[src/rtl/sram_seq_pkg.sv]
`timescale 1ns/1ps
package sram_seq_pkg;

  typedef enum logic [2:0] {
    ST_IDLE   = 3'd0,
    ST_SETUP  = 3'd1,
    ST_WPULSE = 3'd2,
    ST_RWAIT  = 3'd3,
    ST_RECOV  = 3'd4
  } seq_state_t;

  // nanoseconds to whole cycles, rounded up, never below one
  function automatic int unsigned ns_to_cyc(int unsigned ns, int unsigned per);
    int unsigned c;
    c = (ns + per - 1) / per;
    return (c == 0) ? 1 : c;
  endfunction

  function automatic int unsigned max2(int unsigned a, int unsigned b);
    return (a > b) ? a : b;
  endfunction

  // recovery stretches the access up to the cycle time, at least one cycle
  function automatic int unsigned rec_cyc(int unsigned trc_cyc, int unsigned su,
                                          int unsigned mid);
    return (trc_cyc > su + mid + 1) ? (trc_cyc - su - mid) : 1;
  endfunction

endpackage

[src/rtl/sram_phase_timer.sv]
`timescale 1ns/1ps
module sram_phase_timer #(
  parameter int CW = 4
) (
  input  logic          clk,
  input  logic          rst,
  input  logic          load,
  input  logic [CW-1:0] load_val,
  output logic          last
);
  logic [CW-1:0] cnt;

  always_ff @(posedge clk) begin
    if (rst)              cnt <= '0;
    else if (load)        cnt <= load_val - CW'(1);
    else if (cnt != '0)   cnt <= cnt - CW'(1);
  end

  assign last = (cnt == '0);

  // a phase of length >= 1 never starts from a zero load
  assert_load_nonzero_R7: assert property (@(posedge clk) disable iff (rst)
    load |-> (load_val != '0));

endmodule

[src/rtl/sram_seq_fsm.sv]
`timescale 1ns/1ps
module sram_seq_fsm
  import sram_seq_pkg::*;
#(
  parameter int CW   = 4,
  parameter int SU   = 1,
  parameter int PW   = 2,
  parameter int RA   = 3,
  parameter int RECW = 1,
  parameter int RECR = 1
) (
  input  logic          clk,
  input  logic          rst,
  input  logic          start,
  input  logic          is_wr,
  input  logic          last,
  output logic          load,
  output logic [CW-1:0] load_val,
  output logic          mem_ce_n,
  output logic          mem_we_n,
  output logic          ready,
  output logic          done,
  output logic          capture
);
  seq_state_t st, nxt;
  logic       rd_phase;

  always_comb begin
    nxt      = st;
    load     = 1'b0;
    load_val = '0;
    case (st)
      ST_IDLE: if (start) begin
        nxt = ST_SETUP; load = 1'b1; load_val = CW'(SU);
      end
      ST_SETUP: if (last) begin
        load = 1'b1;
        if (is_wr) begin nxt = ST_WPULSE; load_val = CW'(PW); end
        else       begin nxt = ST_RWAIT;  load_val = CW'(RA); end
      end
      ST_WPULSE: if (last) begin
        nxt = ST_RECOV; load = 1'b1; load_val = CW'(RECW);
      end
      ST_RWAIT: if (last) begin
        nxt = ST_RECOV; load = 1'b1; load_val = CW'(RECR);
      end
      ST_RECOV: if (last) nxt = ST_IDLE;
      default: nxt = ST_IDLE;
    endcase
  end

  always_ff @(posedge clk) begin
    if (rst) begin
      st       <= ST_IDLE;
      mem_ce_n <= 1'b1;
      mem_we_n <= 1'b1;
    end else begin
      st       <= nxt;
      mem_ce_n <= !(nxt == ST_SETUP || nxt == ST_WPULSE || nxt == ST_RWAIT);
      mem_we_n <= !(nxt == ST_WPULSE);
    end
  end

  assign ready    = (st == ST_IDLE);
  assign done     = (st == ST_RECOV) && last;
  assign capture  = (st == ST_RWAIT) && last;
  assign rd_phase = (st == ST_RWAIT);

  assert_we_needs_ce_R3: assert property (@(posedge clk) disable iff (rst)
    !mem_we_n |-> !mem_ce_n);
  assert_ce_before_we_R3: assert property (@(posedge clk) disable iff (rst)
    $fell(mem_we_n) |-> $past(!mem_ce_n));
  assert_idle_deselected_R2: assert property (@(posedge clk) disable iff (rst)
    ready |-> mem_ce_n);
  assert_read_we_high_R5: assert property (@(posedge clk) disable iff (rst)
    rd_phase |-> mem_we_n);
  assert_done_single_R6: assert property (@(posedge clk) disable iff (rst)
    done |=> !done);
  assert_ready_after_done_R9: assert property (@(posedge clk) disable iff (rst)
    done |=> ready);

endmodule

[src/rtl/sram_seq_ctrl.sv]
`timescale 1ns/1ps
module sram_seq_ctrl
  import sram_seq_pkg::*;
#(
  parameter int AW            = 20,
  parameter int CLK_PERIOD_NS = 8,
  parameter int T_RC_NS       = 12,
  parameter int T_AA_NS       = 12,
  parameter int T_PWE_NS      = 10,
  parameter int T_AW_NS       = 10,
  parameter int T_SCE_NS      = 10,
  parameter int T_SD_NS       = 7,
  parameter int T_AS_NS       = 0
) (
  input  logic          clk,
  input  logic          rst,
  input  logic          req,
  input  logic          req_wr,
  input  logic [AW-1:0] req_addr,
  input  logic          req_wdata,
  output logic          rd_data,
  output logic          done,
  output logic          ready,
  output logic [AW-1:0] mem_addr,
  output logic          mem_ce_n,
  output logic          mem_we_n,
  output logic          mem_din,
  input  logic          mem_dout
);
  localparam int unsigned P    = CLK_PERIOD_NS;
  localparam int unsigned SU   = ns_to_cyc(T_AS_NS, P);
  localparam int unsigned PW   = max2(max2(ns_to_cyc(T_PWE_NS, P), ns_to_cyc(T_AW_NS, P)),
                                      max2(ns_to_cyc(T_SCE_NS, P), ns_to_cyc(T_SD_NS, P)));
  localparam int unsigned RA   = ns_to_cyc(T_AA_NS, P) + 1;
  localparam int unsigned TRC  = ns_to_cyc(T_RC_NS, P);
  localparam int unsigned RECW = rec_cyc(TRC, SU, PW);
  localparam int unsigned RECR = rec_cyc(TRC, SU, RA);
  localparam int unsigned MAXL = max2(max2(SU, PW), max2(RA, max2(RECW, RECR)));
  localparam int          CW   = $clog2(MAXL + 1);

  logic          accept, wr_q, capture, load, last;
  logic [CW-1:0] load_val;
  logic [AW-1:0] addr_q;
  logic          din_q;

  assign accept = req && ready;

  always_ff @(posedge clk) begin
    if (rst) begin
      addr_q  <= '0;
      din_q   <= 1'b0;
      wr_q    <= 1'b0;
      rd_data <= 1'b0;
    end else begin
      if (accept) begin
        addr_q <= req_addr;
        din_q  <= req_wdata;
        wr_q   <= req_wr;
      end
      if (capture) rd_data <= mem_dout;
    end
  end

  assign mem_addr = addr_q;
  assign mem_din  = din_q;

  sram_phase_timer #(.CW(CW)) u_timer (
    .clk(clk), .rst(rst), .load(load), .load_val(load_val), .last(last)
  );

  sram_seq_fsm #(
    .CW(CW), .SU(int'(SU)), .PW(int'(PW)), .RA(int'(RA)),
    .RECW(int'(RECW)), .RECR(int'(RECR))
  ) u_fsm (
    .clk(clk), .rst(rst), .start(accept), .is_wr(wr_q), .last(last),
    .load(load), .load_val(load_val), .mem_ce_n(mem_ce_n), .mem_we_n(mem_we_n),
    .ready(ready), .done(done), .capture(capture)
  );

  assert_addr_hold_we_R4: assert property (@(posedge clk) disable iff (rst)
    $past(!mem_we_n) |-> ($stable(mem_addr) && $stable(mem_din)));
  assert_addr_hold_ce_R4: assert property (@(posedge clk) disable iff (rst)
    (!mem_ce_n && $past(!mem_ce_n)) |-> $stable(mem_addr));
  assert_busy_req_dropped_R8: assert property (@(posedge clk) disable iff (rst)
    (req && !ready) |=> ($stable(mem_addr) && $stable(mem_din)));

endmodule

[config.mk]
export PLATFORM = sky130hd
export DESIGN_NAME = sram_seq_ctrl
export DESIGN_NICKNAME = d
export VERILOG_FILES = /design/src/rtl/sram_seq_pkg.sv /design/src/rtl/sram_phase_timer.sv /design/src/rtl/sram_seq_fsm.sv /design/src/rtl/sram_seq_ctrl.sv
export SDC_FILE = /design/constraint.sdc
export NUM_CORES = 1
export LEC_CHECK = 0
export BUFFER_PORTS_ARGS = -buffer_cell sky130_fd_sc_hd__buf_2
export CORE_AREA = 2 2 65 67
export DETAILED_ROUTE_END_ITERATION = 8
export DIE_AREA = 0 0 67 69
export PLACE_DENSITY_LB_ADDON = 0.25
export SKIP_LAST_GASP = 1
export SLEW_MARGIN = 10
export SYNTH_ARGS = -nofsm -noshare
export SYNTH_HDL_FRONTEND = slang
export SYNTH_SLANG_ARGS = --single-unit
export TNS_END_PERCENT = 30
[constraint.sdc]
create_clock -name clk -period 1.8 [get_ports clk]
set_input_delay 0.36 -clock clk [delete_from_list [all_inputs] [get_ports clk]]
set_output_delay 0.36 -clock clk [all_outputs]
set_load 0.005 [all_outputs]
==> Word level (Yosys, flattened, before mapping) <==
Cells that the tools add are included.
{ "classes": {"n_eq_ne": 7, "n_addsub": 2, "n_reduce_logical": 13, "muxes": 16} }
{ "ops": {"columns": ["operator", "n"], "rows": [
  ["3-bit by 2-bit == test with 1-bit output (second input constant)", 4],
  ["3-bit 2-to-1 mux", 4],
  ["3-bit case mux with 4 select lines", 1],
  ["3-bit by 1-bit == test with 1-bit output (second input constant)", 2],
  ["1-bit 2-to-1 mux", 6],
  ["2-bit 2-to-1 mux", 3],
  ["2-bit case mux with 3 select lines", 1],
  ["2-bit nonzero test", 2],
  ["2-bit by 1-bit subtractor with 2-bit output (second input constant)", 2],
  ["3-bit == test (second input constant)", 1],
  ["1-bit logical AND", 3],
  ["3-bit logical NOT", 1],
  ["3-bit OR reduction", 1],
  ["1-bit logical NOT", 2],
  ["2-bit logical NOT", 1],
  ["1-bit logical OR", 2],
  ["1-bit case mux with 2 select lines", 1],
  ["2-bit OR reduction", 1]
]} }
{ "word_totals": {"out_inout_bits": 26, "register_bits": 30, "wordCells": 46, "input_bits": 26} }

==> Depth between registers and ports, before layout <==
{ "logic_depth": {"word_depth": 8, "depth_mapped": 6, "mapped_depth_nobuf": 4} }

==> Modules after synthesis <==
A second synthesis with hierarchy kept.
{ "unflattened": {"hier_cells": 146, "hier_area_um2": 1461.4} }
{ "modules_own_cells": {"columns": ["mod", "area_each_um2", "seq_area_each_um2", "cells_each", "n_inst"], "rows": [
  ["sram_seq_ctrl", 1083.5, 460.4, 104, 1],
  ["sram_seq_fsm", 285.3, 100.1, 32, 1],
  ["sram_phase_timer", 92.6, 40.0, 10, 1]
]} }

==> Worst setup path after synthesis <==
No wires, ideal clock.
{ "synth_timing": {"kind": "register to register", "from": "reg u_fsm.st[0]", "to": "reg addr_q[19], in the netlist mem_addr[19]", "path_buffers": 2, "synth_period_minus_slack_ps": 1301, "path_slack_ps": 499, "stages_incl_launch_ff": 7, "required_ps": 1667, "setup_ps": 133, "t_arrival_ps": 1168, "path_cell_list": "dfxtp_1 -> buf_2 -> nor3_1 -> nand2_1 -> buf_2 -> nand2_1 -> a21oi_1"} }
{ "synth_via": {"elab_chain_len": 2} }
{ "synth_lines": {"columns": ["element", "line_no", "rtl"], "rows": [
  ["start: declaration", "sram_seq_fsm.sv:25", "seq_state_t st, nxt;"],
  ["start signal: assignment", "sram_seq_fsm.sv:58", "st <= nxt;"],
  ["3-bit logical NOT", "sram_seq_fsm.sv:64", "assign ready = (st == ST_IDLE);"],
  ["via ready", "sram_seq_ctrl.sv:23", "output logic ready,"],
  ["1-bit logical AND", "sram_seq_ctrl.sv:46", "assign accept = req && ready;"],
  ["end signal: assignment", "sram_seq_ctrl.sv:56", "addr_q <= req_addr;"],
  ["end: declaration", "sram_seq_ctrl.sv:43", "logic [AW-1:0] addr_q;"]
]} }
The timed path passes the listed nets, and every way through them passes these cells.
A chain may end at the register's enable or synchronous reset.

==> Final worst setup path <==
{ "layout_timing": {"from": "reg u_fsm.st[0]", "to": "out done"} }
{ "layout_via": {"elab_chain_len": 2} }
{ "layout_lines": {"columns": ["element", "line_no", "rtl"], "rows": [
  ["3-bit == test", "sram_seq_fsm.sv:65", "assign done = (st == ST_RECOV) && last;"],
  ["1-bit logical AND", "sram_seq_fsm.sv:65", null],
  ["end: declaration", "sram_seq_ctrl.sv:22", "output logic done,"]
]} }
No other way between the ends.

==> qor.txt <==
status: complete, no violations
max incr delay on CP: 0.43 ns
drt wl/cell: 11.4 um
Fill cells: 440
Area Growth Syn to Fin: 34.5%
drt initial violations: 47
critical path type: reg2out
Initial Utilization: 0.293
Syn Area/Cell: 8.08 sq um
Routed Antenna Nets: 0
commonest non-fill, non-tap cell in the layout: buf_2
Worst Skew: 0.00359 ns
met1 WL: 1.28 mm
Post-Synth Adder-Cell Area: 0
hold buffer count at CTS: 0
Critical R2R Launch: u_fsm.st[0]
TNS Setup: 0 ns
YS warnings: 0
Yosys cell types: 19
Final min period: 1.66 ns
vias in the first global route: 1,050
r2r worst-path depth: 4
clock-pin slew on the worst setup and hold paths: 0.06 ns
input/output buffers: 51
nets@finish: 220
CP cell instances: nor2_2 > inv_1 > nor3_1 > buf_2
post-synthesis mux area share: 0
Final Hold Vio Count: 0
Top Metal Used: met4
Sequential Area: 601 sq um
cell area after synthesis: 1150 sq um
max-slew violation count: 0
Post-CTS Setup Bufs: 0
fin cells: 245
largest net degree at the start of global routing: 23
Hold Crit Class: in2reg
Synth Area in Simple Gates: 0.287
RSZ-0062 raised after global routing: no
Final Setup Violations: 0
DRT Wirelength: 2.79 mm
TritonCTS Buffers: 5
dpl cells: 237
launch point of the worst path: u_fsm.st[0]
startpoint types: register
maximum vdd drop: 0.470 mV
antenna violations before repair: 0
Ports: 52
number of vias per cell: 4.51
CP max-delay cell: dfxtp_1
CTS Root Cell: clkbuf_8
FF-to-FF setup slack: 0.31 ns
CTS tree: done
CP Max Fanout: 11
DRC viols: 0
fin crit share: 0.920
die area: 4620 sq um
post-layout power: 1.93 mW
Placer Congestion: 0.826
clock tree sinks: 30
leakage: 0.706 nW
pwr dens: 1250 nW/um^2
commonest non-fill, non-tap cells in the layout: buf_2 (51), nand2_1 (47), dfxtp_1 (30)
FMAX: 0.604 GHz
die height: 69 um
post-synthesis sequential area ratio: 0.523
crit path to: done
critical path arrival: 1.30 ns
worst r2r dst: u_timer.cnt[1]
met3 wire length: 209 um
Least-Margin Pin Slew: 0.502 ns
Rows: 23
xor/xnor share of the synthesized area: 0
first-pass GRT wire length: 4.66 mm
Worst-Skew Late Latency: 0.28 ns
Ant. Diodes: 0
Post-Syn Nets: 168
largest family of logic cells by synthesized area: simple AND/OR/NAND/NOR gates
wire length on met2: 1.25 mm
Data required, critical path: 1.44 ns
maxcap violations: 0
CP Capture Type: output port
hpwl dp: 1.95 mm
H-tree levels: 2
DRT Pass-1 Iters: 4
final hold slack: 0.312 ns
synthesized instance count: 142
total track usage: 0.132
Slew HR: 0.661
die width: 67 um
total core area: 3910 sq um
grt total ovfl: 0
Multi-input gate area: 495 sq um
complex-gate fraction of the synthesized area: 0.143
deepest clock path buffer count: 2
Synth Register Bits: 30
via count: 1,106
layout cell share with drive strength beyond 1: 0.344
[metal layers]
layer  global-route usage  vias up
met3               0.0620        7
met4               0.0544        0
met1                0.157      494
li1                     -      571
met2                0.201       34
met5                    0        -
[cells in the mapped netlist]
master    number  share of area
a21oi_1       24           0.10
a221oi_2       1          0.013
a31oi_1        2          0.011
and4bb_1       1          0.011
buf_2          7          0.031
clkbuf_1       3         0.0098
dfxtp_1       30           0.52
inv_1          2         0.0065
nand2_1       47           0.15
nand3_1        3          0.013
nand4b_1       1         0.0076
nor2_1         9          0.029
nor3_1         5          0.022
nor3_2         1         0.0087
nor4b_1        2          0.015
nor4b_4        1          0.021
o21bai_1       1         0.0065
o31a_1         1         0.0076
or2_2          1         0.0055
[layout make-up]
cell class | instances | share of cell area
multi-input combinational | 100 | 0.321
timing repair buffer | 55 | 0.185
clock buffer | 7 | 0.0560
sequential | 30 | 0.389
clock inverter | 1 | 0.00324
tap | 50 | 0.0406
inverter | 2 | 0.00487
[report_power, final]
group / internal, mW / leakage (nW) / switching [mW]
Combinational: 0.232 / 0.412 / 0.286
Sequential: 0.768 / 0.246 / 0.0878
Clock: 0.308 / 0.0482 / 0.248
[what timing repair did]
action / 4_1_cts / 5_1_grt
endpoints found under the hold margin: 0 / 0
setup endpoints to repair: 0 / 1
resized for setup: 0 / 1
[metrics by stage]
step | util | worst slack (ns) | cell area (sq um)
floorplan | - | 0.499 | 1150
global placement | 0.370 | 0.349 | 1450
detailed placement | 0.370 | 0.322 | 1450
CTS | 0.394 | 0.0849 | 1540
global route | 0.394 | 0.0381 | 1540
finish | 0.394 | 0.144 | 1540
[critical path, delay by kind of cell, from the launching register on]
family / cells / cell delay [ns]
DFF: 1 / 0.43
and+or+nand+nor: 2 / 0.37
buffers and inverters: 2 / 0.23
[logic make-up (layout without fill, tap and decap cells)]
logic type	count (synthesis)	in the layout
flops	30	30
buf+inv	12	65
simple gates	71	71
compound gates	29	29
[how the worst min path moves through the flow]
stage | start | end | slack (ns) | cells past startpoint
CTS | req_addr[17] | mem_addr[17] | 0.31 | 3
global placement | mem_addr[1] | mem_addr[1] | 0.44 | 2
global route | req_addr[3] | mem_addr[3] | 0.31 | 3
detailed placement | mem_addr[11] | mem_addr[11] | 0.45 | 2
floorplan | wr_q | wr_q | 0.45 | 2
finish | req_addr[3] | mem_addr[3] | 0.31 | 3
[state kept, by name, summed over array words and instances (netlist names)]
register        count
u_fsm.mem_we_n      1
wr_q                1
u_fsm.st            3
mem_din             1
u_timer.cnt         2
u_fsm.mem_ce_n      1
rd_data             1
mem_addr           20
Power figures use the tool's default switching activity.
